--- src/rtl/ctap_pkg.sv ---
// Package: shared controller state type and next-state rule for the
// chainable test access port. Assumes the sixteen-state controller of
// the IEEE 1149.1 style, advanced by TMS on each rising test clock.
package ctap_pkg;

    typedef enum logic [3:0] {
        ST_RESET,
        ST_IDLE,
        ST_SEL_DR,
        ST_CAP_DR,
        ST_SH_DR,
        ST_EX1_DR,
        ST_PAU_DR,
        ST_EX2_DR,
        ST_UPD_DR,
        ST_SEL_IR,
        ST_CAP_IR,
        ST_SH_IR,
        ST_EX1_IR,
        ST_PAU_IR,
        ST_EX2_IR,
        ST_UPD_IR
    } tap_state_e;

    // Next controller state for a given present state and TMS level.
    function automatic tap_state_e tap_next(input tap_state_e s, input logic m);
        tap_state_e n;
        case (s)
            ST_RESET:  n = m ? ST_RESET  : ST_IDLE;
            ST_IDLE:   n = m ? ST_SEL_DR : ST_IDLE;
            ST_SEL_DR: n = m ? ST_SEL_IR : ST_CAP_DR;
            ST_CAP_DR: n = m ? ST_EX1_DR : ST_SH_DR;
            ST_SH_DR:  n = m ? ST_EX1_DR : ST_SH_DR;
            ST_EX1_DR: n = m ? ST_UPD_DR : ST_PAU_DR;
            ST_PAU_DR: n = m ? ST_EX2_DR : ST_PAU_DR;
            ST_EX2_DR: n = m ? ST_UPD_DR : ST_SH_DR;
            ST_UPD_DR: n = m ? ST_SEL_DR : ST_IDLE;
            ST_SEL_IR: n = m ? ST_RESET  : ST_CAP_IR;
            ST_CAP_IR: n = m ? ST_EX1_IR : ST_SH_IR;
            ST_SH_IR:  n = m ? ST_EX1_IR : ST_SH_IR;
            ST_EX1_IR: n = m ? ST_UPD_IR : ST_PAU_IR;
            ST_PAU_IR: n = m ? ST_EX2_IR : ST_PAU_IR;
            ST_EX2_IR: n = m ? ST_UPD_IR : ST_SH_IR;
            ST_UPD_IR: n = m ? ST_SEL_DR : ST_IDLE;
            default:   n = ST_RESET;
        endcase
        return n;
    endfunction

endpackage

--- src/rtl/ctap_ctrl.sv ---
// Module: test access port controller. Holds the sixteen-state
// sequence and steps it once per rising test clock from TMS.
// Assumes a synchronous active-low reset sampled on that same edge.
module ctap_ctrl
    import ctap_pkg::*;
(
    input  logic       tck,
    input  logic       trst_n,
    input  logic       tms,
    output tap_state_e state
);

    // Advance the controller state, or force Test-Logic-Reset.
    always_ff @(posedge tck) begin
        if (!trst_n) state <= ST_RESET;
        else         state <= tap_next(state, tms);
    end

    // Five sampled TMS-high edges always end in Test-Logic-Reset.
    AST_TMS_FIVE_RESET: assert property (@(posedge tck) disable iff (!trst_n)
        ($past(tms, 1) && $past(tms, 2) && $past(tms, 3) && $past(tms, 4) && $past(tms, 5))
        |-> (state == ST_RESET));

endmodule

--- src/rtl/ctap_scan_stage.sv ---
// Module: one serial scan register with a separate parallel hold stage.
// Capture loads the shift stage, shift moves it one place toward bit 0
// with the new bit entering at the top, update copies it to the hold
// stage. Assumes the three controls are never high together.
module ctap_scan_stage #(
    parameter int          WIDTH    = 8,
    parameter logic [WIDTH-1:0] HOLD_INIT = '0
) (
    input  logic             tck,
    input  logic             trst_n,
    input  logic             capture,
    input  logic [WIDTH-1:0] capture_val,
    input  logic             shift,
    input  logic             serial_in,
    input  logic             update,
    input  logic             hold_clear,
    output logic             serial_out,
    output logic [WIDTH-1:0] hold
);

    logic [WIDTH-1:0] stage_q;

    // Shift stage: capture a parallel value or move one bit per cycle.
    always_ff @(posedge tck) begin
        if (!trst_n)      stage_q <= '0;
        else if (capture) stage_q <= capture_val;
        else if (shift)   stage_q <= {serial_in, stage_q[WIDTH-1:1]};
    end

    // Hold stage: changes only on update or an explicit clear.
    always_ff @(posedge tck) begin
        if (!trst_n || hold_clear) hold <= HOLD_INIT;
        else if (update)           hold <= stage_q;
    end

    assign serial_out = stage_q[0];

endmodule

--- src/rtl/ctap_out_stage.sv ---
// Module: serial output launcher. Picks the bit at the end of the
// active scan path and registers it on the falling test clock, with an
// enable that marks valid shift data. Assumes the shift states come
// from the rising-edge controller.
module ctap_out_stage (
    input  logic tck,
    input  logic trst_n,
    input  logic in_sh_ir,
    input  logic in_sh_dr,
    input  logic use_data_reg,
    input  logic ir_bit,
    input  logic dr_bit,
    input  logic bypass_bit,
    output logic tdo,
    output logic tdo_en
);

    logic next_bit;

    // Select the bit at the end of whichever path is being shifted.
    always_comb begin
        if (in_sh_ir)          next_bit = ir_bit;
        else if (in_sh_dr)     next_bit = use_data_reg ? dr_bit : bypass_bit;
        else                   next_bit = 1'b0;
    end

    // Launch on the falling edge so the next port samples half a cycle later.
    always_ff @(negedge tck) begin
        if (!trst_n) begin
            tdo    <= 1'b0;
            tdo_en <= 1'b0;
        end else begin
            tdo    <= next_bit;
            tdo_en <= in_sh_ir || in_sh_dr;
        end
    end

endmodule

--- src/rtl/chain_tap_port.sv ---
// Module: chainable debug test access port. An instruction register
// selects either a single bypass bit (all-zero opcode) or a data
// register tied to a core register file, where the opcode is the
// register address. Assumes TCK and TMS are shared by every port of
// the chain, so all ports follow the same state sequence.
module chain_tap_port
    import ctap_pkg::*;
#(
    parameter int IR_W = 8,
    parameter int DR_W = 32
) (
    input  logic            tck,
    input  logic            trst_n,
    input  logic            tms,
    input  logic            tdi,
    output logic            tdo,
    output logic            tdo_en,
    input  logic [DR_W-1:0] core_rdata,
    output logic [IR_W-1:0] active_op,
    output logic [DR_W-1:0] core_wdata,
    output logic            core_wr
);

    localparam logic [IR_W-1:0] IR_CAPTURE = {{(IR_W-1){1'b0}}, 1'b1};
    localparam logic [IR_W-1:0] OP_BYPASS  = '0;

    tap_state_e state;
    logic       sel_data;
    logic       ir_lsb;
    logic       dr_lsb;
    logic       bypass_q;

    ctap_ctrl u_ctrl (
        .tck    (tck),
        .trst_n (trst_n),
        .tms    (tms),
        .state  (state)
    );

    assign sel_data = (active_op != OP_BYPASS);

    ctap_scan_stage #(.WIDTH(IR_W), .HOLD_INIT(OP_BYPASS)) u_ir (
        .tck         (tck),
        .trst_n      (trst_n),
        .capture     (state == ST_CAP_IR),
        .capture_val (IR_CAPTURE),
        .shift       (state == ST_SH_IR),
        .serial_in   (tdi),
        .update      (state == ST_UPD_IR),
        .hold_clear  (state == ST_RESET),
        .serial_out  (ir_lsb),
        .hold        (active_op)
    );

    ctap_scan_stage #(.WIDTH(DR_W), .HOLD_INIT('0)) u_dr (
        .tck         (tck),
        .trst_n      (trst_n),
        .capture     ((state == ST_CAP_DR) && sel_data),
        .capture_val (core_rdata),
        .shift       ((state == ST_SH_DR) && sel_data),
        .serial_in   (tdi),
        .update      ((state == ST_UPD_DR) && sel_data),
        .hold_clear  (1'b0),
        .serial_out  (dr_lsb),
        .hold        (core_wdata)
    );

    // Bypass bit: cleared on capture, one-bit delay line while shifting.
    always_ff @(posedge tck) begin
        if (!trst_n)                  bypass_q <= 1'b0;
        else if (state == ST_CAP_DR)  bypass_q <= 1'b0;
        else if (state == ST_SH_DR)   bypass_q <= tdi;
    end

    // Write strobe: one cycle after leaving Update-DR on a register opcode.
    always_ff @(posedge tck) begin
        if (!trst_n) core_wr <= 1'b0;
        else         core_wr <= (state == ST_UPD_DR) && sel_data;
    end

    ctap_out_stage u_out (
        .tck          (tck),
        .trst_n       (trst_n),
        .in_sh_ir     (state == ST_SH_IR),
        .in_sh_dr     (state == ST_SH_DR),
        .use_data_reg (sel_data),
        .ir_bit       (ir_lsb),
        .dr_bit       (dr_lsb),
        .bypass_bit   (bypass_q),
        .tdo          (tdo),
        .tdo_en       (tdo_en)
    );

    // The write strobe never lasts longer than one cycle.
    AST_WR_ONE_CYCLE: assert property (@(posedge tck) disable iff (!trst_n)
        core_wr |=> !core_wr);

    // A write never happens while the bypass opcode is active.
    AST_WR_NOT_BYPASS: assert property (@(posedge tck) disable iff (!trst_n)
        core_wr |-> (active_op != OP_BYPASS));

    // The instruction only moves on Update-IR or in Test-Logic-Reset.
    AST_OP_HELD: assert property (@(posedge tck) disable iff (!trst_n)
        (state != ST_UPD_IR && state != ST_RESET) |=> $stable(active_op));

    // Outside shifting the serial output is quiet.
    AST_TDO_QUIET: assert property (@(posedge tck) disable iff (!trst_n)
        !tdo_en |-> !tdo);

    // Write data holds still unless a write strobe follows.
    AST_WDATA_HELD: assert property (@(posedge tck) disable iff (!trst_n)
        !core_wr |-> $stable(core_wdata) || $past(state) == ST_UPD_DR);

endmodule

--- config.mk ---
export PLATFORM = sky130hd
export DESIGN_NAME = chain_tap_port
export DESIGN_NICKNAME = d
export VERILOG_FILES = /design/src/rtl/ctap_pkg.sv /design/src/rtl/ctap_ctrl.sv /design/src/rtl/ctap_scan_stage.sv /design/src/rtl/ctap_out_stage.sv /design/src/rtl/chain_tap_port.sv
export SDC_FILE = /design/constraint.sdc
export NUM_CORES = 1
export LEC_CHECK = 0
export ABC_AREA = 1
export BUFFER_PORTS_ARGS = -buffer_cell sky130_fd_sc_hd__buf_2
export CORE_AREA = 2 2 88 90
export DETAILED_ROUTE_END_ITERATION = 16
export DIE_AREA = 0 0 90 92
export PLACE_DENSITY = 0.87
export SLEW_MARGIN = 20
export SYNTH_ARGS = -nofsm -noshare
export SYNTH_HDL_FRONTEND = slang
export SYNTH_SLANG_ARGS = --single-unit
--- constraint.sdc ---
create_clock -name tck -period 1.65 [get_ports tck]
set_input_delay 0 -clock tck [delete_from_list [all_inputs] [get_ports tck]]
set_output_delay 0 -clock tck [all_outputs]
set_load 0.005 [all_outputs]
* Word level (Yosys, flattened, before mapping)
Index checks and enable logic that the tools add are counted.
** Cells by class
- Bitwise operators :: 1
- Equality and inequality tests :: 15
- Reduce and logical (&&, ||, !) cells :: 15
- Mux-type cells :: 20
** Operators by type and width (number)
- 32-bit two-way mux :: 2
- 4-bit one-hot mux with 12 select lines :: 1
- 4-bit == test (second input constant) :: 8
- 4-bit by 3-bit == test with 1-bit output (second input constant) :: 4
- 4-bit two-way mux :: 4
- 4-bit by 2-bit == test with 1-bit output (second input constant) :: 2
- 1-bit two-way mux :: 8
- 8-bit nonzero test :: 1
- 2-bit OR reduction :: 4
- 2-bit two-way mux :: 3
- 3-bit two-way mux :: 2
- 4-bit by 1-bit == test with 1-bit output (second input constant) :: 1
- 4-bit zero test :: 1
- 2-bit nonzero test :: 2
- 1-bit logical AND :: 3
- 3-bit OR reduction :: 1
- 1-bit logical OR :: 2
- 1-bit zero test :: 1
- 1-bit NOT :: 1
** Storage, ports and cells
- Register bits after elaboration :: 88
- Input bits :: 36
- Output and inout port bits :: 43

* Logic depth before layout (Yosys ltp)
- Depth after elaboration :: 4
- Mapped depth :: 9

* Cells and area by module
From an unflattened synthesis, not the netlist that was laid out.
** Unflattened totals
- Cell total of the unflattened synthesis :: 626
- Area total of the unflattened synthesis :: 4326.6 um^2
** Modules (own cells, without submodules)
- ctap_scan_stage (u_dr) :: area each 2941.6 um^2, times used 1, cells each 412, sequential area each 1281.2 um^2
- ctap_scan_stage (u_ir) :: area each 703.2 um^2, times used 1, cells each 100, sequential area each 320.3 um^2
- ctap_ctrl :: area each 392.9 um^2, times used 1, cells each 64, sequential area each 80.1 um^2
- chain_tap_port :: area each 200.2 um^2, times used 1, cells each 37, sequential area each 40.0 um^2
- ctap_out_stage :: area each 88.8 um^2, times used 1, cells each 13, sequential area each 40.0 um^2

==> run_results.csv <==
group,metric,value,unit
yosys,synth_cells,573,
power_and_ir_drop,clock_power_share,0.408,
clocking,cts_tree,"done",
sta,clock_skew,0.0521,ns
detailed_routing,via_count,4074,
power_and_ir_drop,power.density,739,mW/mm^2
clocking,numCtsBuffers,9,
final_layout,fin_nets,728,
grt,antenna_found_initial,0,
grt,grt_pass1_wl,16200,um
worst_hold_path,whs_path_depth,4,
detailed_routing,dr.pass1.iters,5,
worst_setup_path,cp-end-kind,"flop",
detailed_routing,antenna_left,0,
sta,rsz0062_at_grt,"true",
placed_design,place.gp.congestion,0.872,
placed_design,portBuffers,78,
yosys,synth_top_cell_by_area,"dfxtp_1",
power_and_ir_drop,internal-power,0.00295,W
power_and_ir_drop,leakage,2.78,nW
sta,tightest_slew,0.691,ns
job,maxCapViolations,0,
worst_setup_path,cp_slowest_stage_delay,0.35,ns
worst_setup_path,r2r_setup_slack,-0.1,ns
yosys,yosysSeqAreaShare,0.453,
worst_setup_path,critPathRequiredTime,1.11,ns
worst_hold_path,min_from,"core_rdata[30]",
yosys,ys_types,24,
worst_setup_path,rr_worst_depth,6,
worst_setup_path,path_cells,"nor2_4, nand2_2, nor2_4, nand2_2, nand3_2, a21oi_2",
die,die_x,90,um
yosys,ys_warn_count,0,
sta,setup_ws,-0.0986,ns
worst_hold_path,holdPathEnd,"u_dr.stage_q[30]$_SDFFE_PN0P_",
sta,holdWs,-0.00152,ns
yosys,syn_avg_cell_area,6.79,um^2
clocking,clk_path_buf_depth,2,
clocking,clk_pin_slew,0.09,ns
die,std_cell_rows,32,
worst_setup_path,worstPathMaxFanout,2,
detailed_routing,vias_per_cell,5.10,
worst_setup_path,worst_ep_arrival_time,1.20,ns
detailed_routing,drc,0,
clocking,clkSinkCount,88,
final_layout,area_growth,34.7,%
detailed_routing,wl_per_cell,14.2,um
worst_setup_path,cp-startpoint,"u_ir.hold[1]$_SDFFE_PP0P_",
grt,grtUsageTotal,0.238,
yosys,syn_area,0.00389,mm^2
yosys,synth_seq_cells,88,
sta,final_hold_viol_count,2,
power_and_ir_drop,power.share.switching,0.238,
grt,grt_start_max_net_pins,68,
grt,grt_pass1_vias,3651,
die,io_pins,79,
clocking,clock_latency,0.40,ns
worst_setup_path,start_kind,"flop",
sta,relSlewSlack,0.539,
clocking,root_buffer,"clkbuf_8",
final_layout,drive_gt1_frac,0.333,
power_and_ir_drop,comb_power_share,0.042,
clocking,cts.htree.levels,3,
status,violations,"hold timing, setup timing",
placed_design,dp_hpwl,6550,um
die,die_h,92,um
yosys,synthTopCellsByArea,"dfxtp_1, nand2_1, nor2_1",
die,start_util,0.523,
yosys,synth_fp_nets,609,
worst_hold_path,min_path_type,"in -> reg",
worst_setup_path,slowest_stage,"dfxtp_2",
yosys,yosysTopAreaCellShare,0.453,
die,dieArea,0.00828,mm^2
status,status,"complete, but fails checks",
detailed_routing,drtIter0Drc,282,
grt,grt.overflow.total,0,
detailed_routing,drt_wl_total,11400,um
power_and_ir_drop,switching_power,0.000924,W
power_and_ir_drop,seq_power_share,0.550,
sta,finalSetupViolCount,2,
sta,drv_slew,0,
placed_design,dpl-instance-area,0.00456,mm^2
die,coreArea,0.00745,mm^2
final_layout,utilization,0.704,
power_and_ir_drop,max-vdd-ir-drop,0.409,mV
final_layout,antenna_cells,0,
worst_setup_path,crit_type,"reg -> reg",
worst_setup_path,rr_startpoint,"u_ir.hold[1]$_SDFFE_PP0P_",
final_layout,fin_area,0.00524,mm^2
worst_setup_path,timing.rr.end,"u_out.tdo$_SDFF_NN0_",
## routing by layer
layer	up-vias	track usage	wire length, um
met4	0	0.0974	276
met1	1863	0.303	4680
li1	2004	-	-
met5	-	0	0
met2	178	0.399	5620
met3	29	0.0460	781
## worst max path at each step
stage / endpoint / slack, ns / cells after the start
after global placement: u_out.tdo$_SDFF_NN0_ / -0.09 / 6
after global routing: u_out.tdo$_SDFF_NN0_ / -0.17 / 6
final: u_out.tdo$_SDFF_NN0_ / -0.1 / 6
after CTS: u_out.tdo$_SDFF_NN0_ / -0.08 / 6
after detailed placement: u_out.tdo$_SDFF_NN0_ / -0.14 / 6
after floorplan: u_out.tdo$_SDFF_NN0_ / -0.1 / 6
## per-stage QoR
step                      power [W]  instances  setup TNS, ns  hold slack (ns)  setup WS [ns]
after floorplan             0.00225        573         -0.184            0.166        -0.0979
after global placement      0.00232        759        -0.0940            0.315        -0.0940
after detailed placement    0.00232        759         -0.143            0.337         -0.140
after CTS                   0.00384        790        -0.0777          0.00181        -0.0777
after global routing        0.00398        799         -0.773          0.00345         -0.171
final                       0.00387        799         -0.112         -0.00152        -0.0986
## cell type report
| cell class | instances | area [um^2] |
|---|---|---|
| Multi-Input combinational cell | 405 | 1930 |
| Inverter | 54 | 214 |
| Clock buffer | 10 | 138 |
| Clock inverter | 8 | 76.3 |
| Tap cell | 102 | 128 |
| Timing Repair Buffer | 132 | 977 |
| Fill cell | 592 | 2210 |
| Sequential cell | 88 | 1780 |
## layout by cell type (no fill, tap or decap), types with 3 or more instances in the layout
| cell type | count |
|---|---|
| inv_1 | 48 |
| nand2_2 | 14 |
| buf_6 | 7 |
| dfxtp_1 | 75 |
| nand3_1 | 6 |
| inv_2 | 6 |
| a21oi_2 | 4 |
| clkbuf_16 | 4 |
| buf_2 | 77 |
| dlygate4sd3_1 | 8 |
| nor2_2 | 3 |
| nor2_1 | 72 |
| o21ai_2 | 4 |
| dfxtp_2 | 13 |
| o21ai_1 | 21 |
| nor2_4 | 9 |
| buf_12 | 5 |
| clkinv_4 | 3 |
| or2_2 | 32 |
| o21ai_0 | 14 |
| clkbuf_8 | 10 |
| buf_4 | 31 |
| nand2_1 | 167 |
| a21oi_1 | 48 |
## Yosys cell counts (all sizes together)
master,number
nand2,183
dfxtp,88
nor2,84
inv,54
a21oi,52
o21ai,41
or2,32
buf,16
clkbuf,9
nand3,7
a211oi,2
a221oi,1
a31oi,1
clkinv,1
nand4,1
o211ai,1
## power by group through the flow
stage               registers, W  clock network, W  logic (W)
detailed placement       0.00218         0.0000114   0.000133
finish                   0.00213           0.00158   0.000162
floorplan                0.00218         0.0000114  0.0000577
CTS                      0.00213           0.00156   0.000149
global route             0.00213           0.00167   0.000174
global placement         0.00218         0.0000114   0.000129
## what timing repair did
item	CTS	global route
endpoints found under the hold margin	9	0
pin swaps	7	22
hold buffers	8	0
cloned	0	6
setup buffers	6	6
resized for setup	10	69
setup endpoints to repair	14	76
## sequential cells by signal (all words and copies together) (netlist names)
name          count
bypass_q          1
core_wr           1
u_ctrl.state      4
u_dr.hold        32
u_dr.stage_q     32
u_ir.hold         8
u_ir.stage_q      8
u_out.tdo         1
u_out.tdo_en      1
## critical path, delay by kind of cell (launching register included)
| kind | cells | cell delay [ns] |
|---|---|---|
| AO/OA/AOI/OAI | 1 | 0.05 |
| flip-flops | 1 | 0.35 |
| AND/OR/NAND/NOR | 5 | 0.45 |
## logic make-up after synthesis
| family | share of synthesized area |
|---|---|
| compound gates | 0.130 |
| simple gates | 0.325 |
| flops | 0.453 |
| buf+inv | 0.0916 |
(Power assumes the default switching activity.)
